[config.mk]
export PLATFORM = sky130hd
export DESIGN_NAME = dbg_reg_target
export DESIGN_NICKNAME = d
export VERILOG_FILES = /design/src/rtl/dbgt_pkg.sv /design/src/rtl/dbgt_handshake.sv /design/src/rtl/dbgt_decode.sv /design/src/rtl/dbgt_regs.sv /design/src/rtl/dbg_reg_target.sv
export SDC_FILE = /design/constraint.sdc
export NUM_CORES = 1
export LEC_CHECK = 0
export BUFFER_PORTS_ARGS = -buffer_cell sky130_fd_sc_hd__buf_2
export CORE_ASPECT_RATIO = 1.1
export CORE_MARGIN = 5
export CORE_UTILIZATION = 40
export DETAILED_ROUTE_END_ITERATION = 12
export PLACE_DENSITY_LB_ADDON = 0.08
export SKIP_LAST_GASP = 1
export SYNTH_ARGS = -nofsm -noshare
export SYNTH_HDL_FRONTEND = slang
export SYNTH_SLANG_ARGS = --single-unit
[constraint.sdc]
create_clock -name clk -period 1.5 [get_ports clk]
set_input_delay 0.225 -clock clk [delete_from_list [all_inputs] [get_ports clk]]
set_output_delay 0.225 -clock clk [all_outputs]
set_load 0.02 [all_outputs]
[src/rtl/dbgt_pkg.sv]
package dbgt_pkg;

    // Which register an accepted access hits
    typedef enum logic [1:0] {
        SEL_NONE   = 2'd0,
        SEL_CTRL   = 2'd1,
        SEL_MSTATE = 2'd2
    } sel_e;

    // Handshake tracker state
    typedef struct packed {
        logic ack;
    } hs_state_t;

endpackage

[src/rtl/dbgt_handshake.sv]
module dbgt_handshake
    import dbgt_pkg::*;
(
    input  logic clk,
    input  logic rst,
    input  logic req,
    output logic take,
    output logic ack
);

    hs_state_t st_d, st_q;

    always_comb begin
        st_d = st_q;
        take = req && !st_q.ack;
        if (take) begin
            st_d.ack = 1'b1;
        end else if (st_q.ack && !req) begin
            st_d.ack = 1'b0;
        end
    end

    always_ff @(posedge clk) begin
        if (rst) begin
            st_q <= '0;
        end else begin
            st_q <= st_d;
        end
    end

    assign ack = st_q.ack;

endmodule

[src/rtl/dbgt_decode.sv]
module dbgt_decode
    import dbgt_pkg::*;
#(
    parameter int          ADDR_W      = 8,
    parameter logic [ADDR_W-1:0] CTRL_ADDR   = 'h00,
    parameter logic [ADDR_W-1:0] MSTATE_ADDR = 'h01
) (
    input  logic [ADDR_W-1:0] addr,
    output sel_e              sel
);

    always_comb begin
        if (addr == CTRL_ADDR) begin
            sel = SEL_CTRL;
        end else if (addr == MSTATE_ADDR) begin
            sel = SEL_MSTATE;
        end else begin
            sel = SEL_NONE;
        end
    end

endmodule

[src/rtl/dbgt_regs.sv]
module dbgt_regs
    import dbgt_pkg::*;
#(
    parameter int                DATA_W     = 64,
    parameter logic [DATA_W-1:0] CTRL_RST   = 'h4,
    parameter logic [DATA_W-1:0] MSTATE_VAL = 'hDEADBEEF
) (
    input  logic              clk,
    input  logic              rst,
    input  logic              take,
    input  logic              we,
    input  sel_e              sel,
    input  logic [DATA_W-1:0] wdata,
    output logic [DATA_W-1:0] rdata
);

    typedef struct packed {
        logic [DATA_W-1:0] ctrl;
        logic [DATA_W-1:0] rdata;
    } reg_state_t;

    reg_state_t st_d, st_q;

    always_comb begin
        st_d = st_q;
        if (take) begin
            unique case (sel)
                SEL_CTRL: begin
                    // old contents go back, new contents land, same edge
                    st_d.rdata = st_q.ctrl;
                    if (we) begin
                        st_d.ctrl = wdata;
                    end
                end
                SEL_MSTATE: begin
                    st_d.rdata = we ? '0 : MSTATE_VAL;
                end
                default: begin
                    st_d.rdata = '0;
                end
            endcase
        end
    end

    always_ff @(posedge clk) begin
        if (rst) begin
            st_q.ctrl  <= CTRL_RST;
            st_q.rdata <= '0;
        end else begin
            st_q <= st_d;
        end
    end

    assign rdata = st_q.rdata;

endmodule

[src/rtl/dbg_reg_target.sv]
module dbg_reg_target
    import dbgt_pkg::*;
#(
    parameter int                ADDR_W      = 8,
    parameter int                DATA_W      = 64,
    parameter logic [ADDR_W-1:0] CTRL_ADDR   = 'h00,
    parameter logic [ADDR_W-1:0] MSTATE_ADDR = 'h01,
    parameter logic [DATA_W-1:0] CTRL_RST    = 'h4,
    parameter logic [DATA_W-1:0] MSTATE_VAL  = 'hDEADBEEF
) (
    input  logic              clk,
    input  logic              rst,
    input  logic              req,
    input  logic              we,
    input  logic [ADDR_W-1:0] addr,
    input  logic [DATA_W-1:0] wdata,
    output logic [DATA_W-1:0] rdata,
    output logic              ack
);

    logic take;
    sel_e sel;

    dbgt_handshake u_hs (
        .clk  (clk),
        .rst  (rst),
        .req  (req),
        .take (take),
        .ack  (ack)
    );

    dbgt_decode #(
        .ADDR_W      (ADDR_W),
        .CTRL_ADDR   (CTRL_ADDR),
        .MSTATE_ADDR (MSTATE_ADDR)
    ) u_dec (
        .addr (addr),
        .sel  (sel)
    );

    dbgt_regs #(
        .DATA_W     (DATA_W),
        .CTRL_RST   (CTRL_RST),
        .MSTATE_VAL (MSTATE_VAL)
    ) u_regs (
        .clk   (clk),
        .rst   (rst),
        .take  (take),
        .we    (we),
        .sel   (sel),
        .wdata (wdata),
        .rdata (rdata)
    );

endmodule

==> summary.txt <==
RUN STATUS
--------------------------------------------------------------------------------------------------------
Result of the run ......................................................................... finished, final reports clean

SYNTH
--------------------------------------------------------------------------------------------------------
Most area-hungry cell type in the Yosys netlist ...........................................      dfxtp_1
Async set-or-reset flop fraction in the synthesized netlist ...............................            0
Share of Yosys cell area claimed by the top area cell type ................................        0.436
Most instantiated flip-flop cell in the synthesis netlist .................................      dfxtp_1
Cell with the most instances after synthesis ..............................................      dfxtp_1
Synth top area cells ...................................................................... dfxtp_1, nand4_1, a21oi_1
Total of flip-flops plus latches after synthesis ..........................................          129
Top cells by count, synth ................................................................. dfxtp_1, a21oi_1, nand4_1, buf_4, o31ai_1
Number of warning messages in the yosys log ...............................................            0
Average cell area after synthesis .........................................................     8.79 um2
EDFF count, synth .........................................................................            0
Yosys cell types ..........................................................................           25
Number of standard cells after synthesis ..................................................          674
Part of the Yosys area used for sequential elements .......................................        0.436
Nets in the synthesized netlist ...........................................................          751
Mapped cell area ..........................................................................     5930 um2

POWER AND IR DROP
--------------------------------------------------------------------------------------------------------
Leak ......................................................................................   0.00255 uW
Switching power ...........................................................................      1930 uW
Total power after layout ..................................................................      8060 uW
Sequential group share of total power .....................................................        0.436
Share of power burned in combinational logic ..............................................        0.095
Sw Share ..................................................................................        0.239
Peak supply drop ..........................................................................     0.708 mV
Power density normalized to cell area .....................................................  1150 nW/um2
Power share of the clock group ............................................................        0.470
Internal Pwr Total ........................................................................      6130 uW

CLOCK TREE
--------------------------------------------------------------------------------------------------------
Clock tree sinks ..........................................................................          129
Buffer type at the clock tree root ........................................................    clkbuf_16
Number of buffers added for setup after CTS ...............................................            0
Post-CTS clock slew at the launch and capture registers of the worst setup and hold paths .        60 ps
Clock tree from TritonCTS .................................................................         done
H-tree level count ........................................................................            4
Maximum number of buffers from clock root to sink .........................................            2
Number of buffers created by CTS ..........................................................           17
Later-pin clock latency in the skew report ................................................       410 ps

TIMING
--------------------------------------------------------------------------------------------------------
Slew @ Worst Pin ..........................................................................       347 ps
Relative max-transition margin ............................................................        0.769
Final-report setup violation count ........................................................            0
Final max-slew violation count ............................................................            0
Part of the cycle the worst path needs ....................................................        0.964
Shortest clock period the worst path allows after layout ..................................      1450 ps
Final Skew ................................................................................      7.85 ps
Highest clock rate ........................................................................      692 MHz
Worst Hold Slack ..........................................................................      69.6 ps
Hold violation total from the final report ................................................            0
RSZ-0062 raised after global routing ......................................................           no
Slack of the critical path ................................................................      54.6 ps

SETUP PATH
--------------------------------------------------------------------------------------------------------
Crit Path Category ........................................................................       in2reg
Sort of element at the end of the critical path ...........................................     register
Reg-to-Reg Start ..........................................................................     u_hs.ack
Critical path peak fanout .................................................................           64
CP startpoint kind ........................................................................    input pin
CP required ...............................................................................      1790 ps
Start point of the critical path ..........................................................      addr[1]
Arrival time at the worst endpoint ........................................................      1740 ps

ROUTING
--------------------------------------------------------------------------------------------------------
Count of antenna-violating nets left after detailed routing ...............................            0
Iteration-0 DRC Markers ...................................................................          407
Vias per inst .............................................................................         5.57
TritonRoute pass-1 iters ..................................................................            5
Routed WL per cell ........................................................................      17.1 um
Vias ......................................................................................         5184
DRC violations left .......................................................................            0
Drt total wl ..............................................................................     15900 um

CELLS AND AREA
--------------------------------------------------------------------------------------------------------
Relative area change from synthesis to final layout .......................................        18.4%
Number of antenna diodes ..................................................................            0
Share of final-layout standard cells stronger than drive strength 1 .......................        0.295
Non-filler instance count after layout ....................................................          930
Fill cell count ...........................................................................         1456
Number of nets in the final layout ........................................................          802

GLOBAL ROUTING
--------------------------------------------------------------------------------------------------------
First-pass GRT wire length ................................................................     25500 um
Total Routing Usage GR ....................................................................        0.180
Via count of the first global-routing pass ................................................         4999
Largest net degree at the start of global routing .........................................           72
Number of antenna violations at the first check in global routing .........................            0
GR Overflow Total .........................................................................            0

DIE
--------------------------------------------------------------------------------------------------------
Die boundary height .......................................................................       138 um
Boundary pin count ........................................................................          141
Site Rows .................................................................................           46
Area enclosed by the die boundary .........................................................    17400 um2
Die Width .................................................................................       126 um
Initial cell density of the core ..........................................................        0.409
Core Box Area .............................................................................    14500 um2

HOLD PATH
--------------------------------------------------------------------------------------------------------
Hold WC Path Type .........................................................................       in2reg
Start point of the worst hold path ........................................................    wdata[47]

PLACEMENT
--------------------------------------------------------------------------------------------------------
Number of buffers added on ports ..........................................................          140
Placed cells ..............................................................................          898
Half-perimeter wire length after placement ................................................     10200 um
Post-Place Worst Slack ....................................................................      -323 ps
GP Congestion .............................................................................        0.784

FLOW RUN
--------------------------------------------------------------------------------------------------------
Max-cap viol count ........................................................................            0

==> layout make-up <==
type / instances / area, um2 / area share
Clock buffer: 27 / 523 / 0.0745
Clock inverter: 5 / 25.0 / 0.00357
Timing Repair Buffer: 181 / 1190 / 0.170
Sequential cell: 129 / 2580 / 0.368
Inverter: 1 / 3.75 / 0.000535
Multi-Input combinational cell: 395 / 2450 / 0.349
Tap cell: 192 / 240 / 0.0342
==> power by group through the flow <==
| stage | registers (uW) | logic, uW | clock network, uW |
|---|---|---|---|
| floorplan | 3580 | 497 | 0 |
| global placement | 3580 | 755 | 0 |
| detailed placement | 3580 | 763 | 0 |
| CTS | 3510 | 764 | 3880 |
| global route | 3510 | 826 | 4060 |
| finish | 3510 | 762 | 3790 |
==> routing by layer <==
metal	routed length, um	part of all wire	GRT usage
met4	227	0.014	0.0656
met5	0	0	0
met3	1010	0.064	0.0516
met2	7460	0.47	0.282
met1	7200	0.45	0.237
==> kinds of logic (layout without fill, tap and decap cells) <==
logic type | after synthesis | after routing | share of synthesized area
DFF | 129 | 129 | 0.436
muxes | 1 | 1 | 0.00169
adders and majority gates | 1 | 1 | 0.00211
AOI/OAI and AO/OA | 192 | 192 | 0.205
and+or+nand+nor | 201 | 201 | 0.198
buffers and inverters | 150 | 214 | 0.158
==> flip-flops by register name, indices dropped and copies added, names as in the netlist <==
| register | flops |
|---|---|
| u_regs.st_q | 64 |
| u_hs.ack | 1 |
| u_regs.rdata | 64 |
==> worst max-delay path: stages <==
cell and delay, ps:
buf_2 100, or4_2 690, buf_12 220, o31ai_1 330, a21oi_1 100
==> cell usage in the layout, fill, tap and decap left out, types with 2 or more instances in the layout <==
cell type and n:
nor2_1 25, or4_2 2, dfxtp_1 129, nand4_1 103
clkbuf_8 6, o31ai_2 2, o31ai_1 61, buf_6 2
a21oi_1 103, a311oi_1 24, buf_4 26, buf_2 139
nand3_1 24, nand2b_1 40, clkbuf_1 4, buf_12 14
clkinv_2 5, clkbuf_16 17
==> through the flow <==
stage	util	area, um2	setup TNS (ps)
2_1_floorplan	-	5940	0
3_3_place_gp	0.445	6450	-21990
3_5_place_dp	0.445	6450	-23040
4_1_cts	0.483	7000	0
5_1_grt	0.484	7020	0
6_report	0.484	7020	0
==> timing repair <==
item                       CTS  global route
hold buffers                 0             0
gates resized for setup      0             4
setup endpoints to repair    0            20
==> worst paths after layout <==
check | to | slack [ps] | cells after the start
setup / recovery | u_regs.st_q[110] | 50 | 5
hold / removal | u_regs.st_q[111] | 70 | 3
setup reg to reg | u_regs.st_q[110] | 110 | 6
hold reg to reg | u_regs.rdata[56] | 460 | 2
Power figures use the tool's default switching activity.
